File: config.mk
export PLATFORM = sky130hd
export DESIGN_NAME = bus_repeat_filter
export DESIGN_NICKNAME = d
export VERILOG_FILES = /design/src/rtl/bus_repeat_filter.sv
export SDC_FILE = /design/constraint.sdc
export NUM_CORES = 1
export LEC_CHECK = 0
export ABC_AREA = 1
export BUFFER_PORTS_ARGS = -buffer_cell sky130_fd_sc_hd__buf_2
export CORE_ASPECT_RATIO = 1.5
export CORE_MARGIN = 8
export CORE_UTILIZATION = 50
export CTS_BUF_LIST = sky130_fd_sc_hd__clkbuf_16
export DETAILED_ROUTE_END_ITERATION = 8
export GPL_ROUTABILITY_DRIVEN = 1
export PLACE_DENSITY = 0.85
export RECOVER_POWER = 25
export SLEW_MARGIN = 5
export SYNTH_ARGS = -nofsm -noshare
export SYNTH_HDL_FRONTEND = slang
export SYNTH_SLANG_ARGS = --single-unit
export TNS_END_PERCENT = 30
File: constraint.sdc
create_clock -name clk -period 2.2 [get_ports clk]
set_clock_uncertainty 0.1 [all_clocks]
set_input_delay 0.55 -clock clk [delete_from_list [all_inputs] [get_ports clk]]
set_output_delay 0.55 -clock clk [all_outputs]
set_load 0.02 [all_outputs]
File: src/rtl/bus_repeat_filter.sv
module bus_repeat_filter #(
  parameter int ADDR_W = 32,
  parameter int DATA_W = 32,
  parameter int CNT_W  = 16
) (
  input  logic              clk,
  input  logic              rst_n,
  input  logic              acc_valid,
  input  logic              acc_write,
  input  logic [ADDR_W-1:0] acc_addr,
  input  logic [DATA_W-1:0] acc_data,
  input  logic              flush,
  output logic              rec_valid,
  output logic              rec_write,
  output logic [ADDR_W-1:0] rec_addr,
  output logic [DATA_W-1:0] rec_data,
  output logic              sum_valid,
  output logic [CNT_W-1:0]  sum_count
);
  localparam logic [CNT_W-1:0] CNT_MAX = '1;

  logic              ref_ok, ref_write;
  logic [ADDR_W-1:0] ref_addr;
  logic [DATA_W-1:0] ref_data;
  logic [CNT_W-1:0]  cnt;
  logic              stg_valid, stg_write;
  logic [ADDR_W-1:0] stg_addr;
  logic [DATA_W-1:0] stg_data;

  wire same  = ref_ok && acc_write == ref_write && acc_addr == ref_addr && acc_data == ref_data;
  wire dup   = acc_valid && same;
  wire fresh = acc_valid && !same;

  wire [CNT_W-1:0] cnt_bump = (cnt == CNT_MAX) ? cnt : cnt + 1'b1;
  wire [CNT_W-1:0] cnt_held = dup ? cnt_bump : cnt;
  wire             emit     = fresh ? (cnt != '0) : (flush && cnt_held != '0);

  always_ff @(posedge clk) begin
    if (!rst_n) begin
      ref_ok    <= 1'b0;
      ref_write <= 1'b0;
      ref_addr  <= '0;
      ref_data  <= '0;
      cnt       <= '0;
      stg_valid <= 1'b0;
      stg_write <= 1'b0;
      stg_addr  <= '0;
      stg_data  <= '0;
      rec_valid <= 1'b0;
      rec_write <= 1'b0;
      rec_addr  <= '0;
      rec_data  <= '0;
      sum_valid <= 1'b0;
      sum_count <= '0;
    end else begin
      sum_valid <= emit;
      sum_count <= emit ? (fresh ? cnt : cnt_held) : '0;
      cnt       <= (fresh || flush) ? '0 : cnt_held;
      stg_valid <= fresh;
      if (fresh) begin
        ref_ok    <= 1'b1;
        ref_write <= acc_write;
        ref_addr  <= acc_addr;
        ref_data  <= acc_data;
        stg_write <= acc_write;
        stg_addr  <= acc_addr;
        stg_data  <= acc_data;
      end
      rec_valid <= stg_valid;
      rec_write <= stg_write;
      rec_addr  <= stg_addr;
      rec_data  <= stg_data;
    end
  end

  p_quiet_after_reset_r1: assert property (@(posedge clk) $rose(rst_n) |-> !rec_valid && !sum_valid);
  p_dup_silent_r2: assert property (@(posedge clk) disable iff (!rst_n)
    dup |=> ##1 !rec_valid);
  p_rec_from_access_r4: assert property (@(posedge clk) disable iff (!rst_n)
    fresh |=> ##1 rec_valid && rec_addr == $past(acc_addr, 2) && rec_data == $past(acc_data, 2));
  p_sum_nonzero_r5: assert property (@(posedge clk) disable iff (!rst_n)
    sum_valid |-> sum_count != '0);
  p_sum_before_rec_r6: assert property (@(posedge clk) disable iff (!rst_n)
    sum_valid && $past(acc_valid) && !$past(flush) |=> rec_valid);
  p_no_wrap_r8: assert property (@(posedge clk) disable iff (!rst_n)
    dup && cnt == CNT_MAX && !flush |=> cnt == CNT_MAX);
  p_flush_drains_r9: assert property (@(posedge clk) disable iff (!rst_n)
    flush && !acc_valid && cnt != '0 |=> sum_valid && sum_count == $past(cnt) && cnt == '0);
endmodule

==> After elaboration in Yosys (flattened, before gate mapping) <==
Cells that the tools add are included.
{ "word_totals": {"wordCells": 34, "regBits": 166, "out_inout_bits": 83} }
{ "op_classes": {"n_mux": 4, "n_addsub": 1, "bitwise_logic": 1, "reduce_logical": 12, "n_eq_ne": 4} }
{ "ops": {"columns": ["op", "n"], "rows": [
  ["$eq 32x32->1", 2],
  ["$mux 16", 3],
  ["$reduce_bool 16->1", 2],
  ["$add 16x1->16 const B", 1],
  ["$eq 16x16->1 const B", 1],
  ["$logic_and 1x1->1", 6],
  ["$reduce_and 2->1", 1],
  ["$reduce_or 2->1", 1],
  ["$eq 1x1->1", 1],
  ["$logic_not 1->1", 1],
  ["$logic_or 1x1->1", 1],
  ["$mux 1", 1],
  ["$not 1->1", 1]
]} }

==> Logic depth before layout (Yosys ltp) <==
{ "logic_depth": {"depth_word": 10, "mapped_depth": 20, "ltp_nobuf": 19} }

==> Worst setup path after synthesis <==
Ideal clock, no wire load.
{ "synth_path": {"path_kind": "input port to flip-flop", "startpoint": "in acc_addr[18]", "endpoint": "reg sum_count[10]", "slack_ns": -0.116, "arrival_time_ns": 2.099, "path_stages": 16, "cell_sequence": "xnor2_1 -> nand2_1 -> nor2_1 -> nand2_1 -> nor2_4 -> buf_6 -> nand4_1 -> nand2_1 -> nand2_1 -> nor2_1 -> nand2_1 -> nor2_1 -> nand2_2 -> nand2_4 -> buf_12 -> a21oi_2"} }
{ "synth_between": {"elab_chain_len": 9, "elab_cells_between_ends": 12} }
{ "synth_lines": {"columns": ["item", "line_no", "text"], "rows": [
  ["start, declared", "10", "input logic [ADDR_W-1:0] acc_addr,"],
  ["$eq 32x32->1 *", "30", "wire same = ref_ok && acc_write == ref_write && acc_addr == ref_addr && acc_data == ref_data;"],
  ["$logic_and 1x1->1 * (2 in a row)", "30", null],
  ["$logic_and 1x1->1", "31", "wire dup = acc_valid && same;"],
  ["$mux 16", "35", "wire [CNT_W-1:0] cnt_held = dup ? cnt_bump : cnt;"],
  ["$reduce_bool 16->1", "36", "wire emit = fresh ? (cnt != '0) : (flush && cnt_held != '0);"],
  ["$logic_and 1x1->1", "36", null],
  ["$mux 1", "36", null],
  ["$reduce_and 2->1 (no source line)", null, null],
  ["end signal, assigned", "57", "sum_count <= emit ? (fresh ? cnt : cnt_held) : '0;"],
  ["end, declared", "18", "output logic [CNT_W-1:0] sum_count"]
]} }
Mark *: on every way between the ends. The rest lies on a longest branch, timed or not.
A chain may end at the register's enable or synchronous reset.

==> flow_summary.rst <==
.. list-table::
   :header-rows: 1

   * - Metric
     - Value
   * - Number of buffers and inverters on the critical path
     - 2
   * - Average instance area after synthesis
     - 6.79 um2
   * - Initial cell density of the core
     - ~50%
   * - Total count of hold-check failures in the final report
     - 0
   * - Routed len/inst
     - 14.7 um
   * - Final period utilization
     - 117%
   * - Slowest stage cell, crit path
     - sky130_fd_sc_hd__dfxtp_2
   * - CTS HTree Levels
     - 4
   * - Share of the synthesized area in compound gates (AO/OA/AOI/OAI)
     - under 10%
   * - Final-report max-slew violation count
     - 67
   * - Port Buf Inserts
     - 151
   * - Synth-to-Final Area Change
     - 47.8%
   * - Synthesized flop and latch total
     - around 170
   * - Combinational family with the most area after synthesis
     - simple AND/OR/NAND/NOR gates
   * - Final non-filler cell area
     - between 0.01 and 0.015 mm2
   * - Total nets after synthesis
     - about 1200
   * - Core box area
     - between 0.015 and 0.02 mm2
   * - Routability congestion estimate from global placement
     - between 0.8 and 0.9
   * - Root Driver
     - sky130_fd_sc_hd__clkbuf_16
   * - Fmax
     - 389 MHz
   * - Routed wire length
     - between 20000 and 30000 um
   * - FP Rows
     - 56
   * - Cell family with the largest share of critical-path delay
     - simple AND/OR/NAND/NOR gates
   * - Die H
     - between 150 and 200 um
   * - CTS clock-pin slew for the worst setup and hold paths
     - 60 ps
   * - Pwr dens
     - 648 mW/mm2
   * - Total via count after detailed routing
     - ~8400
   * - Clock insertion delay at the later pin of the skew report
     - 430 ps
   * - Violations in the final reports
     - max-capacitance violations, max-slew violations, negative setup slack
   * - Post-route ant nets
     - 0
   * - CP arrival
     - about 2800 ps
   * - Die footprint
     - between 0.015 and 0.02 mm2
   * - Setup repair after global routing missed its margin
     - yes
   * - Leak pwr
     - approximately 6.2 nW
   * - Final routed DRC violation total
     - 0
   * - Area after detailed placement
     - approximately 0.01 mm2
   * - Antenna violations before repair
     - 4
   * - Global-route wire length before repair
     - 39400 um
   * - Worst Setup Start Kind
     - flip-flop
   * - Final period demand of the worst path
     - between 2000 and 3000 ps
   * - IR Drop Worst-Case VDD
     - 451 uV
   * - Nets
     - around 1600
   * - Detailed-router iteration count before antenna repair
     - 5
   * - Yosys top cell by area
     - sky130_fd_sc_hd__dfxtp_1
   * - Synthesized-area fraction occupied by xor and xnor cells
     - less than 1%
   * - Clock Sinks
     - 166
   * - Max Root-Sink Buffers
     - 2
   * - Vias/cell
     - about 4.9
   * - Synthesized-area fraction occupied by adder cells
     - less than 1%
   * - Ratio of cells with drive above 1 in the final layout
     - 39.8%
   * - Final-report setup violation count
     - slightly below 100
   * - Top cells by area in the synthesized netlist
     - sky130_fd_sc_hd__dfxtp_1 43%, sky130_fd_sc_hd__nand2_1 18%, sky130_fd_sc_hd__inv_1 10%
   * - Max-slew headroom at the worst pin
     - -1.49%
   * - Pin count of the biggest net entering global routing
     - 67
   * - Critical path's most frequent cell
     - sky130_fd_sc_hd__nand2_1
   * - HPWL reported at the end of detailed placement
     - ~17000 um
   * - Setup Crit Path Kind
     - reg -> reg
   * - CP endpoint kind
     - flip-flop
   * - Ordered cell list for the critical path
     - inv_1 -> nand2_2 -> nand2_1 -> nor2_2 -> nand3_2 -> nor2_4 -> nand3_4 -> nor2_8 -> buf_6 -> nand3_1 -> nand2_1 -> nand2_1 -> nor2_1 -> nand2_1 -> nor2_2 -> nand2_4 -> nand2_4 -> a21oi_2
   * - MaxCap Viol Count
     - 1
   * - Pin slew with the least headroom to its limit
     - 1520 ps
   * - Post-synthesis sequential area ratio
     - 42.8%
   * - Fraction of synthesized cell area taken by the top area cell type
     - between 40% and 50%
   * - Count of yosys warnings during synthesis
     - 0
   * - Delay contributed by the slowest stage of the critical path
     - 350 ps
   * - Data required time at the worst endpoint
     - about 2400 ps
   * - Mux contribution to synthesized area
     - 0%
   * - Setup ws final
     - -370 ps
   * - DRC marker count from the first detailed-route iteration
     - 515
   * - Post-Place Worst Slack
     - -729 ps
   * - Class of the tightest hold or removal check
     - in -> reg
   * - Number of distinct library cells after synthesis
     - 35
   * - Outcome
     - finished, violations left
   * - Cell area after synthesis
     - between 0.007 and 0.008 mm2
   * - Final-layout fill cell count
     - 1135
   * - Boundary pin count
     - between 150 and 200
   * - TritonCTS clock tree
     - built
   * - Crit Path Max Fanout
     - 6
   * - Number of standard cells after synthesis
     - 1144
   * - Total congestion overflow after global routing
     - 0
   * - Number of global-route vias before repair
     - around 8700
   * - Number of buffers added by the clock tree synthesis step
     - 17
   * - Count of hold-fix buffers inserted at cts
     - 0
   * - Die outline width
     - about 120 um
   * - Global router's overall resource usage
     - 24.4%
   * - Post-synthesis simple-gate area fraction
     - 32.3%
## worst paths after layout
path,cells after the start,slack [ps],from,endpoint
worst max-delay path,18,-370,stg_data[5],sum_count[8]
worst min-delay path,3,310,acc_data[18],stg_data[18]
worst max register to register,18,-370,stg_data[5],sum_count[8]
worst min register to register,2,340,stg_valid,rec_valid
## synth_stat cells
cell type / n
sky130_fd_sc_hd__nand2_1: 375
sky130_fd_sc_hd__inv_1: 217
sky130_fd_sc_hd__dfxtp_1: 166
sky130_fd_sc_hd__nor2_1: 129
sky130_fd_sc_hd__o22ai_1: 40
sky130_fd_sc_hd__nand4_1: 38
sky130_fd_sc_hd__inv_2: 36
sky130_fd_sc_hd__nand3_1: 22
sky130_fd_sc_hd__a21oi_1: 17
sky130_fd_sc_hd__o22ai_2: 17
sky130_fd_sc_hd__a21oi_2: 9
sky130_fd_sc_hd__clkbuf_1: 9
sky130_fd_sc_hd__nor2_2: 8
sky130_fd_sc_hd__buf_4: 7
sky130_fd_sc_hd__xnor2_1: 7
sky130_fd_sc_hd__buf_6: 6
sky130_fd_sc_hd__nand2_2: 5
sky130_fd_sc_hd__and2_1: 4
sky130_fd_sc_hd__o21ai_0: 4
sky130_fd_sc_hd__buf_2: 3
sky130_fd_sc_hd__nand3b_1: 3
sky130_fd_sc_hd__nor2_4: 3
sky130_fd_sc_hd__nor3_1: 3
sky130_fd_sc_hd__ha_1: 2
sky130_fd_sc_hd__nand2_4: 2
sky130_fd_sc_hd__nand3_2: 2
sky130_fd_sc_hd__nor2_8: 2
sky130_fd_sc_hd__a22oi_1: 1
sky130_fd_sc_hd__buf_12: 1
sky130_fd_sc_hd__buf_8: 1
sky130_fd_sc_hd__clkinv_1: 1
sky130_fd_sc_hd__nor4_1: 1
sky130_fd_sc_hd__o21ai_1: 1
sky130_fd_sc_hd__o41ai_2: 1
sky130_fd_sc_hd__xnor2_2: 1
## cell type report
class | count | area, um2 | share of cell area, %
flip-flops and latches | 166 | 3380 | 29.4
clock buffers | 17 | 425 | 3.71
well taps | 203 | 254 | 2.21
diodes | 4 | 10.0 | 0.0872
repair buffers | 356 | 2540 | 22.2
inverters | 254 | 978 | 8.52
multi-input cells | 699 | 3730 | 32.5
clock inverters | 12 | 164 | 1.43
## cells by family (layout without fill, tap and decap cells)
logic type / after synthesis / count (layout)
and+or+nand+nor: 597 / 599
xor gates and xnor gates: 8 / 8
adders and majority gates: 2 / 2
buffers and inverters: 281 / 639
other: 0 / 4
DFF: 166 / 166
AOI/OAI and AO/OA: 90 / 90
## flip-flops by register name, summed over array words and instances (netlist names), 16 cells and up
name       flops
sum_count     16
rec_data      32
cnt           16
stg_data      32
rec_addr      32
stg_addr      32
## what timing repair did
item                       CTS  global route
cloned                       7             0
setup buffers               19            12
pin swaps                   41            57
gates resized for setup     80            86
setup endpoints to repair   98            98
## stage by stage
| step | TNS, ps | hold WS [ps] | power (mW) | cells | utilization (%) |
|---|---|---|---|---|---|
| final | -24690 | 306 | 7.43 | 1711 | 74.5 |
| after global routing | -34410 | 310 | 7.73 | 1711 | 74.5 |
| after CTS | -12530 | 291 | 7.37 | 1695 | 72.2 |
| after detailed placement | -51660 | 334 | 4.25 | 1640 | 64.6 |
| after global placement | -46400 | 329 | 4.21 | 1640 | 64.6 |
| after floorplan | -1770 | 290 | 3.83 | 1144 | - |
## worst min-delay path, stage by stage
cell                      delay, ps
sky130_fd_sc_hd__buf_2          100
sky130_fd_sc_hd__inv_1           60
sky130_fd_sc_hd__o22ai_1         80
## metal layers
layer,routed length [um],global-route usage [%]
met5,0,0
met4,1200,15.1
met2,13600,47.3
met1,9170,22.7
met3,1220,5.20
## cells in the final DEF, fill, tap and decap left out, types with 4 or more instances in the layout
master	netlist	routed
sky130_fd_sc_hd__inv_2	36	40
sky130_fd_sc_hd__a21oi_2	9	15
sky130_fd_sc_hd__clkbuf_16	0	17
sky130_fd_sc_hd__o21ai_0	4	4
sky130_fd_sc_hd__xnor2_2	1	4
sky130_fd_sc_hd__nand2_4	2	6
sky130_fd_sc_hd__nand3_2	2	5
sky130_fd_sc_hd__xnor2_1	7	4
sky130_fd_sc_hd__buf_12	1	9
sky130_fd_sc_hd__buf_6	6	6
sky130_fd_sc_hd__a21oi_1	17	11
sky130_fd_sc_hd__nor2_2	8	26
sky130_fd_sc_hd__dfxtp_2	0	36
sky130_fd_sc_hd__nand3_1	22	18
sky130_fd_sc_hd__bufinv_16	0	4
sky130_fd_sc_hd__buf_4	7	183
sky130_fd_sc_hd__buf_2	3	150
sky130_fd_sc_hd__diode_2	0	4
sky130_fd_sc_hd__nand2_2	5	30
sky130_fd_sc_hd__o22ai_1	40	30
sky130_fd_sc_hd__and2_1	4	4
sky130_fd_sc_hd__dfxtp_1	166	128
sky130_fd_sc_hd__o22ai_2	17	24
sky130_fd_sc_hd__nand4_1	38	38
sky130_fd_sc_hd__nand2_1	375	346
sky130_fd_sc_hd__nor2_1	129	99
sky130_fd_sc_hd__inv_1	217	209
sky130_fd_sc_hd__nor2_4	3	15
## report_power, final
group / internal [mW] / leakage (nW) / switching, mW
clock: 1.86 / 0.289 / 1.18
combinational: 0.517 / 4.55 / 0.644
sequential: 3.14 / 1.37 / 0.0845
(Power assumes the default switching activity.)
